`src/rtl/sysclk_pkg.sv`:
```
package sysclk_pkg;
  localparam int NUM_SRC = 3;
  localparam int SRC_RC   = 0;
  localparam int SRC_XTAL = 1;
  localparam int SRC_PLL  = 2;

  typedef enum logic [1:0] {
    REQ_SAME = 2'd0,
    REQ_SRC  = 2'd1,
    REQ_OFF  = 2'd2,
    REQ_BAD  = 2'd3
  } req_kind_e;

  typedef enum logic {
    ST_IDLE = 1'b0,
    ST_WAIT = 1'b1
  } sel_state_e;
endpackage

```
`src/rtl/sysclk_rst_sync.sv`:
```
module sysclk_rst_sync #(
  parameter int STAGES = 2
) (
  input  logic clk,
  input  logic rst_n,
  output logic rst_sync_n
);
  logic [STAGES-1:0] chain_q;

  always_ff @(posedge clk or negedge rst_n) begin
    if (!rst_n) chain_q <= '0;
    else        chain_q <= {chain_q[STAGES-2:0], 1'b1};
  end

  assign rst_sync_n = chain_q[STAGES-1];
endmodule

```
`src/rtl/sysclk_req_decode.sv`:
```
module sysclk_req_decode
  import sysclk_pkg::*;
#(
  parameter int                        CODE_W    = 4,
  parameter logic [NUM_SRC*CODE_W-1:0] SRC_CODES = {4'h4, 4'h2, 4'h0},
  parameter logic [CODE_W-1:0]         OFF_CODE  = 4'hF
) (
  input  logic [CODE_W-1:0]  cur_code,
  input  logic [CODE_W-1:0]  tgt_code,
  input  logic               test_mode,
  output req_kind_e          kind,
  output logic [NUM_SRC-1:0] src_hit
);
  // One comparator per source code
  for (genvar g = 0; g < NUM_SRC; g++) begin : g_cmp
    assign src_hit[g] = (tgt_code == SRC_CODES[g*CODE_W +: CODE_W]);
  end

  always_comb begin
    if (cur_code == tgt_code)   kind = REQ_SAME;
    else if (|src_hit)          kind = REQ_SRC;
    else if (tgt_code == OFF_CODE && test_mode) kind = REQ_OFF;
    else                        kind = REQ_BAD;
  end
endmodule

```
`src/rtl/sysclk_ready_mux.sv`:
```
module sysclk_ready_mux
  import sysclk_pkg::*;
(
  input  logic [NUM_SRC-1:0] chk_hit,
  input  logic [NUM_SRC-1:0] ready_vec,
  output logic               ready
);
  logic [NUM_SRC-1:0] gated;

  for (genvar g = 0; g < NUM_SRC; g++) begin : g_gate
    assign gated[g] = chk_hit[g] & ready_vec[g];
  end

  assign ready = |gated;
endmodule

```
`src/rtl/sysclk_sel_fsm.sv`:
```
module sysclk_sel_fsm
  import sysclk_pkg::*;
#(
  parameter int                CODE_W     = 4,
  parameter logic [CODE_W-1:0] RESET_CODE = 4'h0
) (
  input  logic               clk,
  input  logic               rst_n,
  input  logic               start,
  input  req_kind_e          kind,
  input  logic [NUM_SRC-1:0] src_hit,
  input  logic [CODE_W-1:0]  tgt_code,
  input  logic               ready,
  output logic [NUM_SRC-1:0] chk_hit,
  output logic [CODE_W-1:0]  sel,
  output logic               done,
  output logic               err,
  output logic               stable
);
  sel_state_e         state_q, state_d;
  logic [CODE_W-1:0]  sel_q, sel_d;
  logic [CODE_W-1:0]  pend_q;
  logic [NUM_SRC-1:0] pend_hit_q;
  logic               done_q, done_d;
  logic               err_q, err_d;
  logic               sel_en, pend_en;

  // While idle the incoming request is checked; while waiting the latched one
  assign chk_hit = (state_q == ST_IDLE) ? src_hit : pend_hit_q;

  always_comb begin
    state_d = state_q;
    sel_d   = sel_q;
    sel_en  = 1'b0;
    pend_en = 1'b0;
    done_d  = 1'b0;
    err_d   = 1'b0;
    case (state_q)
      ST_IDLE: begin
        if (start) begin
          case (kind)
            REQ_SAME: done_d = 1'b1;
            REQ_BAD: begin
              done_d = 1'b1;
              err_d  = 1'b1;
            end
            REQ_OFF: begin
              sel_d  = tgt_code;
              sel_en = 1'b1;
              done_d = 1'b1;
            end
            default: begin
              if (ready) begin
                sel_d  = tgt_code;
                sel_en = 1'b1;
                done_d = 1'b1;
              end else begin
                pend_en = 1'b1;
                state_d = ST_WAIT;
              end
            end
          endcase
        end
      end
      default: begin
        if (ready) begin
          sel_d   = pend_q;
          sel_en  = 1'b1;
          done_d  = 1'b1;
          state_d = ST_IDLE;
        end
      end
    endcase
  end

  always_ff @(posedge clk or negedge rst_n) begin
    if (!rst_n) begin
      state_q <= ST_IDLE;
      done_q  <= 1'b0;
      err_q   <= 1'b0;
    end else begin
      state_q <= state_d;
      done_q  <= done_d;
      err_q   <= err_d;
    end
  end

  always_ff @(posedge clk or negedge rst_n) begin
    if (!rst_n)      sel_q <= RESET_CODE;
    else if (sel_en) sel_q <= sel_d;
  end

  always_ff @(posedge clk or negedge rst_n) begin
    if (!rst_n) begin
      pend_q     <= RESET_CODE;
      pend_hit_q <= '0;
    end else if (pend_en) begin
      pend_q     <= tgt_code;
      pend_hit_q <= src_hit;
    end
  end

  assign sel    = sel_q;
  assign done   = done_q;
  assign err    = err_q;
  assign stable = (state_q == ST_IDLE);
endmodule

```
`src/rtl/sysclk_sel_ctrl.sv`:
```
module sysclk_sel_ctrl
  import sysclk_pkg::*;
#(
  parameter int CODE_W = 4
) (
  input  logic              clk,
  input  logic              rst_n,
  input  logic              start_i,
  input  logic [CODE_W-1:0] cur_code_i,
  input  logic [CODE_W-1:0] tgt_code_i,
  input  logic              test_mode_i,
  input  logic              rc_ready_i,
  input  logic              xtal_ready_i,
  input  logic              pll_ready_i,
  output logic [CODE_W-1:0] sel_o,
  output logic              done_o,
  output logic              err_o,
  output logic              stable_o
);
  localparam logic [CODE_W-1:0] CODE_RC   = CODE_W'(4'h0);
  localparam logic [CODE_W-1:0] CODE_XTAL = CODE_W'(4'h2);
  localparam logic [CODE_W-1:0] CODE_PLL  = CODE_W'(4'h4);
  localparam logic [CODE_W-1:0] CODE_OFF  = {CODE_W{1'b1}};
  localparam logic [NUM_SRC*CODE_W-1:0] SRC_CODES = {CODE_PLL, CODE_XTAL, CODE_RC};

  logic               rst_int_n;
  req_kind_e          kind;
  logic [NUM_SRC-1:0] src_hit;
  logic [NUM_SRC-1:0] chk_hit;
  logic [NUM_SRC-1:0] ready_vec;
  logic               ready;

  always_comb begin
    ready_vec           = '0;
    ready_vec[SRC_RC]   = rc_ready_i;
    ready_vec[SRC_XTAL] = xtal_ready_i;
    ready_vec[SRC_PLL]  = pll_ready_i;
  end

  sysclk_rst_sync #(.STAGES(2)) u_rst (
    .clk        (clk),
    .rst_n      (rst_n),
    .rst_sync_n (rst_int_n)
  );

  sysclk_req_decode #(
    .CODE_W    (CODE_W),
    .SRC_CODES (SRC_CODES),
    .OFF_CODE  (CODE_OFF)
  ) u_dec (
    .cur_code  (cur_code_i),
    .tgt_code  (tgt_code_i),
    .test_mode (test_mode_i),
    .kind      (kind),
    .src_hit   (src_hit)
  );

  sysclk_ready_mux u_mux (
    .chk_hit   (chk_hit),
    .ready_vec (ready_vec),
    .ready     (ready)
  );

  sysclk_sel_fsm #(
    .CODE_W     (CODE_W),
    .RESET_CODE (CODE_RC)
  ) u_fsm (
    .clk      (clk),
    .rst_n    (rst_int_n),
    .start    (start_i),
    .kind     (kind),
    .src_hit  (src_hit),
    .tgt_code (tgt_code_i),
    .ready    (ready),
    .chk_hit  (chk_hit),
    .sel      (sel_o),
    .done     (done_o),
    .err      (err_o),
    .stable   (stable_o)
  );
endmodule

```
`config.mk`:
```
export PLATFORM = sky130hd
export DESIGN_NAME = sysclk_sel_ctrl
export DESIGN_NICKNAME = d
export VERILOG_FILES = /design/src/rtl/sysclk_pkg.sv /design/src/rtl/sysclk_rst_sync.sv /design/src/rtl/sysclk_req_decode.sv /design/src/rtl/sysclk_ready_mux.sv /design/src/rtl/sysclk_sel_fsm.sv /design/src/rtl/sysclk_sel_ctrl.sv
export SDC_FILE = /design/constraint.sdc
export NUM_CORES = 1
export LEC_CHECK = 0
export ABC_AREA = 1
export CAP_MARGIN = 20
export CORE_MARGIN = 3
export CORE_UTILIZATION = 50
export CTS_BUF_LIST = sky130_fd_sc_hd__clkbuf_4
export CTS_CLUSTER_SIZE = 28
export DETAILED_ROUTE_END_ITERATION = 7
export GPL_ROUTABILITY_DRIVEN = 1
export PLACE_DENSITY = 0.81
export SETUP_SLACK_MARGIN = 0.5
export SYNTH_ARGS = -nofsm -noshare
export SYNTH_HDL_FRONTEND = slang
export SYNTH_SLANG_ARGS = --single-unit
```
`constraint.sdc`:
```
create_clock -name clk -period 1.3 [get_ports clk]
set_input_delay 0.325 -clock clk [delete_from_list [all_inputs] [get_ports clk]]
set_output_delay 0.325 -clock clk [all_outputs]
set_load 0.03 [all_outputs]
```
==> results of run 1 <==
cells by family after synthesis:
kind of cell	Yosys count	synth area share, %
DFF	16	44.8
other	1	0.420
and+or+nand+nor	60	31.7
buffers and inverters	13	6.44
AOI/OAI and AO/OA	15	11.3
adders and majority gates	1	1.40
xor gates and xnor gates	4	3.92
metrics by stage:
step | instance area [um2] | TNS [ps] | setup WS [ps]
4_1_cts | 1480 | -1240 | -164
3_5_place_dp | 1280 | -10640 | -955
3_3_place_gp | 1280 | -10160 | -882
2_1_floorplan | 942 | -1220 | -249
synthesized netlist by cell type, types with 2 or more instances:
| master | number | area, um2 |
|---|---|---|
| dfrtp_1 | 16 | 400 |
| inv_1 | 3 | 11.3 |
| inv_2 | 8 | 30.0 |
| nand2_1 | 33 | 124 |
| nand2_2 | 6 | 37.5 |
| nand3_1 | 7 | 35.0 |
| nor2_1 | 8 | 30.0 |
| o21a_1 | 2 | 15.0 |
| o21ai_0 | 6 | 30.0 |
| o21ai_2 | 5 | 43.8 |
| xor2_1 | 4 | 35.0 |
repair_timing:
item / in CTS
resized for setup: 73
pin swaps: 23
hold endpoints to repair: 0
setup buffers: 5
endpoints found under the setup margin: 21
cloned: 1
==> impl_metrics.env, run 1 <==
export IMPL_die_h_um=48.3
export IMPL_syn_area_um2=893
export IMPL_synth_distinct_cells=23
export IMPL_async_reset_ff_share_pct=100
export IMPL_dpl_cell_count=170
export IMPL_lastStage="global routing"
export IMPL_htreeDepth=1
export IMPL_cts_max_path_buffers=2
export IMPL_place_gp_congestion=0.808
export IMPL_dp_hpwl_mm=1.66
export IMPL_endpoint_type="register input"
export IMPL_firstError="[ERROR DPL-0033] detailed placement checks failed during check placement."
export IMPL_syn_area_per_cell_um2=8.12
export IMPL_cts_hold_buf=0
export IMPL_synth_edf_count=0
export IMPL_start_util_pct=56.0
export IMPL_clock_sinks=16
export IMPL_ys_flop_type="dfrtp_1"
export IMPL_ys_seq_elements=16
export IMPL_synth_cells=110
export IMPL_synth_nets=126
export IMPL_antenna_found_initial=1
export IMPL_status="did not finish"
export IMPL_ys_seq_area_share_pct=44.8
export IMPL_die_w_um=48.3
export IMPL_worst_endpoint="u_fsm.sel[0]$_DFFE_PN0P_/D"
export IMPL_grt_max_degree=15
export IMPL_num_rows=14
export IMPL_io_pins=22
export IMPL_cts_root_buffer="clkbuf_4"
export IMPL_io_buffers=21
export IMPL_yosys_warnings=0
export IMPL_cts_made_buffers=3
==> run 2, diff against run 1 <==
CORE_AREA = 3 3 64 66   (was unset)
CORE_MARGIN = unset   (was 3)
CORE_UTILIZATION = unset   (was 50)
CTS_BUF_LIST = unset   (was sky130_fd_sc_hd__clkbuf_4)
CTS_CLUSTER_SIZE = unset   (was 28)
DIE_AREA = 0 0 67 69   (was unset)
PLACE_DENSITY = unset   (was 0.81)
PLACE_DENSITY_LB_ADDON = 0.15   (was unset)
SETUP_SLACK_MARGIN = unset   (was 0.5)
==> impl_metrics.env, run 2 <==
export IMPL_status="finished with violations"
export IMPL_violations="negative setup slack"
export IMPL_drive_above_1_share_pct=54.8
export IMPL_synth_top_cell_area_share_pct=44.8
export IMPL_combPwrFrac_pct=50.6
export IMPL_synth_largest_area_cell="dfrtp_1"
export IMPL_cts_max_path_buffers=2
export IMPL_clock_power_share_pct=15.9
export IMPL_synth_fa_ha_area_share_pct=1.40
export IMPL_diodes=0
export IMPL_setup_viol=13
export IMPL_setup_ws_ps=-212
export IMPL_fin_nets=175
export IMPL_async_reset_ff_share_pct=100
export IMPL_p_leak_nw=0.739
export IMPL_fin_skew_ps=2.65
export IMPL_slew_violations=0
export IMPL_dp_hpwl_mm=1.73
export IMPL_ir_drop_mv=0.508
export IMPL_drtPass1Iterations=4
export IMPL_path_depth=13
export IMPL_r2r_cells=9
export IMPL_seq_power_share_pct=33.5
export IMPL_cts_made_buffers=3
export IMPL_finalHoldViolCount=0
export IMPL_clk_latency_ps=250
export IMPL_drc=0
export IMPL_yosys_warnings=0
export IMPL_yosys_top_cells_area="dfrtp_1 45%, nand2_1 14%, o21ai_2 4.9%"
export IMPL_synth_nets=126
export IMPL_crit_buf_inv=3
export IMPL_crit_top_cell="nand2_2"
export IMPL_start_util_pct=24.6
export IMPL_path_clk_slew_ps=60
export IMPL_crit_path_end_kind="register"
export IMPL_dieArea_um2=4620
export IMPL_regArea_um2=402
export IMPL_ys_seq_area_share_pct=44.8
export IMPL_final_cell_mix="25 x buf_4, 24 x nand2_1, 15 x dfrtp_1"
export IMPL_syn_area_um2=893
export IMPL_critPathRequiredTime_ps=1490
export IMPL_cts_root_buffer="clkbuf_8"
export IMPL_p_int_mw=1.37
export IMPL_crit_slowest_cell="nor2_1"
export IMPL_path_cells="buf_8 -> xor2_1 -> nor2_1 -> nand2_2 -> inv_2 -> nor2_4 -> ha_4 -> o21ai_2 -> nand3_1 -> nand2_2 -> buf_6 -> nand3_2 -> nand2_1"
export IMPL_fillers=373
export IMPL_synth_distinct_cells=23
export IMPL_totalPowerFinal_mw=2.30
export IMPL_rsz0062_at_grt="yes"
export IMPL_ys_flop_type="dfrtp_1"
export IMPL_relSlewSlack_pct=61.5
export IMPL_synth_top_family_by_area="simple AND/OR/NAND/NOR gates"
export IMPL_cts_tree="yes"
export IMPL_synth_most_common_cell="nand2_1"
export IMPL_die_w_um=67
export IMPL_clock_sinks=16
export IMPL_maxCapViolations=0
export IMPL_io_buffers=21
export IMPL_io_pins=22
export IMPL_arrival_ps=1700
export IMPL_period_share_pct=116
export IMPL_hp_class="register to async pin"
export IMPL_synth_xor_area_share_pct=3.92
export IMPL_ys_seq_elements=16
export IMPL_cpPeakStageDelay_ps=160
export IMPL_htreeDepth=1
export IMPL_tightestPinTransition_ps=578
export IMPL_die_h_um=69
export IMPL_synthMuxAreaShare_pct=0
export IMPL_place_gp_congestion=0.769
export IMPL_grt_max_degree=15
export IMPL_drt_iter0_drc=20
export IMPL_p_per_area_nw_per_um2=1530
export IMPL_drt_total_wl_mm=2.43
export IMPL_critPathTopFamily="simple AND/OR/NAND/NOR gates"
export IMPL_wl_per_cell_um=11.8
export IMPL_multi_input_area_um2=546
export IMPL_grtUsageTotal_pct=11.4
export IMPL_layout_commonest_cell="buf_4"
export IMPL_swShare_pct=40.3
export IMPL_synthSimpleGateAreaFrac_pct=31.7
export IMPL_hold_ws_ps=236
export IMPL_critPathKind="input port to register"
export IMPL_core_area_um2=3630
export IMPL_routed_via_density=4.26
export IMPL_critPathLaunchType="input port"
export IMPL_grt_pass1_vias=814
export IMPL_synth_compound_area_share_pct=11.3
export IMPL_switching_power_uw=927
export IMPL_synth_cells=110
export IMPL_grt_overflow_total=0
export IMPL_layout_min_cycle_time_ps=1510
export IMPL_grt_pass1_wl_mm=4.00
export IMPL_synth_common_cells="33 x nand2_1, 16 x dfrtp_1, 8 x inv_2, 8 x nor2_1, 7 x nand3_1"
export IMPL_synth_edf_count=0
export IMPL_antenna_found_initial=0
export IMPL_vias=873
export IMPL_area_delta_synth_final_pct=68.5
export IMPL_ant_nets=0
export IMPL_critPathMaxFanout=3
export IMPL_num_rows=22
export IMPL_syn_area_per_cell_um2=8.12
export IMPL_timing_fmax_mhz=661
==> run 2: cell counts after synthesis <==
No cell type changed its count.
==> run 2: logic make-up after synthesis <==
logic type	after synthesis
simple gates	60
flops	16
compound gates	15
buf+inv	13
xor+xnor	4
fa+ha+maj	1
other cells	1
==> run 2: worst reg2reg max path: cells and delay by family (launching register included) <==
family | cells | cell delay [ps]
and+or+nand+nor | 5 | 450
DFF | 1 | 420
buffers and inverters | 3 | 240
AOI/OAI and AO/OA | 1 | 180
==> run 2: worst paths after layout <==
| path | from | slack, ps | to |
|---|---|---|---|
| max | tgt_code_i[0] | -210 | u_fsm.sel[0] |
| min | u_rst.chain_q[1] | 240 | u_fsm.pend_q[3] |
| max reg2reg | u_fsm.state_q | -120 | u_fsm.sel[1] |
| min reg2reg | u_rst.chain_q[1] | 240 | u_fsm.pend_q[3] |
| max in group asynchronous | u_rst.chain_q[1] | 650 | u_fsm.state_q |
| min in group clk | u_rst.chain_q[0] | 350 | u_rst.chain_q[1] |
==> run 2: layout make-up <==
type                    instances  share of cell area (%)
multi-input cells              82                    36.2
flip-flops and latches         16                    26.7
repair buffers                 45                    26.3
inverters                      11                    4.07
well taps                      48                    3.99
clock buffers                   3                    2.74
==> run 2: per-layer routing <==
metal	GRT usage (%)	vias to the layer above	part of all wire, %
met2	17.0	14	50
met1	15.4	401	44
met3	3.75	4	4.4
met5	0	-	0
li1	-	454	-
met4	3.38	0	1.0
==> run 2: power by group through the flow <==
stage | Clock [mW] | Sequential (mW) | Combinational [mW]
final | 0.366 | 0.769 | 1.16
after global routing | 0.413 | 0.792 | 1.26
after CTS | 0.381 | 0.769 | 1.06
after detailed placement | 0 | 0.774 | 0.988
after global placement | 0 | 0.773 | 0.976
after floorplan | 0 | 0.930 | 0.443
==> run 2: through the flow <==
stage          cell area (um2)  TNS [ps]  utilization [%]  setup slack [ps]  instances
2_1_floorplan              937     -1230                -              -250        110
3_3_place_gp              1330    -10660             36.5              -909        196
3_5_place_dp              1330    -11050             36.5              -966        196
4_1_cts                   1430     -2060             39.3              -205        202
5_1_grt                   1510     -2800             41.4              -297        205
6_report                  1510     -1740             41.4              -212        205
==> run 2: repair_timing <==
action,4_1_cts,5_1_grt
setup endpoints to repair,15,14
pin swaps,22,18
hold buffers,0,0
hold endpoints to repair,0,0
gates cloned,0,1
setup buffers,3,2
resized for setup,48,15
No activity file was read; power rests on OpenSTA's default activity.
==> run 3, diff against run 2 <==
GPL_TIMING_DRIVEN = 0   (was unset)
HOLD_SLACK_MARGIN = 0.15   (was unset)
==> impl_metrics.env, run 3 (synthesis results as in run 2) <==
export IMPL_status="finished with violations"
export IMPL_violations="negative setup slack"
export IMPL_crit_top_cell="nand2_1"
export IMPL_r2r_cells=11
export IMPL_critPathMaxFanout=5
export IMPL_drtPass1Iterations=4
export IMPL_path_depth=11
export IMPL_area_delta_synth_final_pct=57.8
export IMPL_drc=0
export IMPL_vias=815
export IMPL_critPathLaunchType="register"
export IMPL_layout_commonest_cell="nand2_1"
export IMPL_drt_total_wl_mm=2.12
export IMPL_fin_skew_ps=1.41
export IMPL_hp_class="register to async pin"
export IMPL_setup_ws_ps=-163
export IMPL_wl_per_cell_um=11.1
export IMPL_cts_max_path_buffers=2
export IMPL_final_cell_mix="22 x nand2_1, 15 x dfrtp_1, 14 x nand2_2"
export IMPL_cts_hold_buf=0
export IMPL_ant_nets=0
export IMPL_drive_above_1_share_pct=50.0
export IMPL_clk_latency_ps=240
export IMPL_io_pins=22
export IMPL_fillers=402
export IMPL_crit_slowest_cell="dfrtp_2"
export IMPL_cts_tree="yes"
export IMPL_rsz0062_at_grt="yes"
export IMPL_ir_drop_mv=0.505
export IMPL_path_cells="buf_6 -> nor2_4 -> nand3_2 -> nand2_2 -> nand2_2 -> nand4_1 -> nand2_1 -> inv_2 -> nand2_4 -> nand2_1 -> nand2_1"
export IMPL_maxCapViolations=0
export IMPL_p_leak_nw=0.687
export IMPL_pre_cts_ws_ps=-1140
export IMPL_period_share_pct=113
export IMPL_grt_max_degree=15
export IMPL_die_w_um=67
export IMPL_finalHoldViolCount=0
export IMPL_cts_root_buffer="clkbuf_8"
export IMPL_dieArea_um2=4620
export IMPL_slew_violations=0
export IMPL_start_util_pct=24.6
export IMPL_diodes=0
export IMPL_dpl_cell_count=179
export IMPL_layout_min_cycle_time_ps=1460
export IMPL_fin_util_pct=38.8
export IMPL_regArea_um2=402
export IMPL_crit_path_end_kind="register"
export IMPL_relSlewSlack_pct=62.3
export IMPL_totalPowerFinal_mw=2.18
export IMPL_core_area_um2=3630
export IMPL_critPathKind="register to register"
export IMPL_die_h_um=69
export IMPL_crit_buf_inv=2
export IMPL_grtUsageTotal_pct=10.6
export IMPL_p_per_area_nw_per_um2=1550
export IMPL_tightestPinTransition_ps=565
export IMPL_stdcell_count=192
export IMPL_grt_pass1_wl_mm=3.77
export IMPL_num_rows=22
export IMPL_cts_made_buffers=3
export IMPL_place_gp_congestion=0.790
export IMPL_path_clk_slew_ps=60
export IMPL_routed_via_density=4.24
export IMPL_drt_iter0_drc=18
export IMPL_grt_pass1_vias=807
export IMPL_multi_input_area_um2=538
export IMPL_io_buffers=21
export IMPL_clock_sinks=16
export IMPL_grt_overflow_total=0
export IMPL_critPathRequiredTime_ps=1440
export IMPL_cpPeakStageDelay_ps=440
export IMPL_arrival_ps=1600
export IMPL_timing_fmax_mhz=683
export IMPL_htreeDepth=1
export IMPL_setup_viol=13
export IMPL_dp_hpwl_mm=1.56
export IMPL_fin_nets=162
export IMPL_critPathTopFamily="simple AND/OR/NAND/NOR gates"
export IMPL_antenna_found_initial=0
run 3: cell count changes in the layout (fill, tap and decap cells not counted), moves of 2 or more:
cell,before,now
nand3_1,3,5
nand3_2,5,3
nand2_1,24,22
clkbuf_2,0,4
nand2_4,1,3
buf_4,25,8
buf_6,7,5
run 3: worst register-to-register path, stage by stage, from the launching register on:
cell     delay, ps
dfrtp_2        440
buf_6          130
nor2_4          80
nand3_2         70
nand2_2         80
nand2_2         60
nand4_1        120
nand2_1         90
inv_2          110
nand2_4         70
nand2_1         70
nand2_1         40
run 3: cell type report:
class                           instances  share of cell area [%]
Buffer                                  2                    1.42
Clock buffer                            3                    2.93
Inverter                               11                    4.35
Multi-Input combinational cell         81                    38.2
Sequential cell                        16                    28.5
Tap cell                               48                    4.26
Timing Repair Buffer                   31                    20.4
run 3: repair_timing:
action	CTS	global route
cloned	1	0
buffers inserted	6	3
pin swaps	20	15
gates resized for setup	71	19
endpoints found under the setup margin	21	18
run 3: metrics by stage:
stage,hold slack [ps],instance area [um2],setup TNS [ps]
3_5_place_dp,258,1210,-12490
4_1_cts,234,1360,-1820
5_1_grt,228,1410,-2890
2_1_floorplan,29.4,937,-1230
6_report,233,1410,-1640
3_3_place_gp,270,1210,-12440
run 3: power breakdown:
part	internal (mW)	switching, mW	leakage [nW]	total [mW]
clock	0.205	0.159	0.0216	0.365
sequential	0.661	0.106	0.199	0.767
combinational	0.433	0.614	0.467	1.05
run 3: final timing paths:
path                                   from             endpoint  slack (ps)
max                           u_fsm.state_q         u_fsm.sel[3]        -160
min                        u_rst.chain_q[1]      u_fsm.pend_q[0]         230
max reg2reg                   u_fsm.state_q         u_fsm.sel[3]        -160
min reg2reg                u_rst.chain_q[1]      u_fsm.pend_q[0]         230
max in group asynchronous  u_rst.chain_q[1]        u_fsm.state_q         660
min in group clk              tgt_code_i[2]  u_fsm.pend_hit_q[2]         340
run 3: per-layer routing:
metal	part of all wire (%)	global-route usage [%]
met5	0	0
met4	0.85	2.70
met3	5.6	3.75
met2	47	15.9
met1	46	14.3
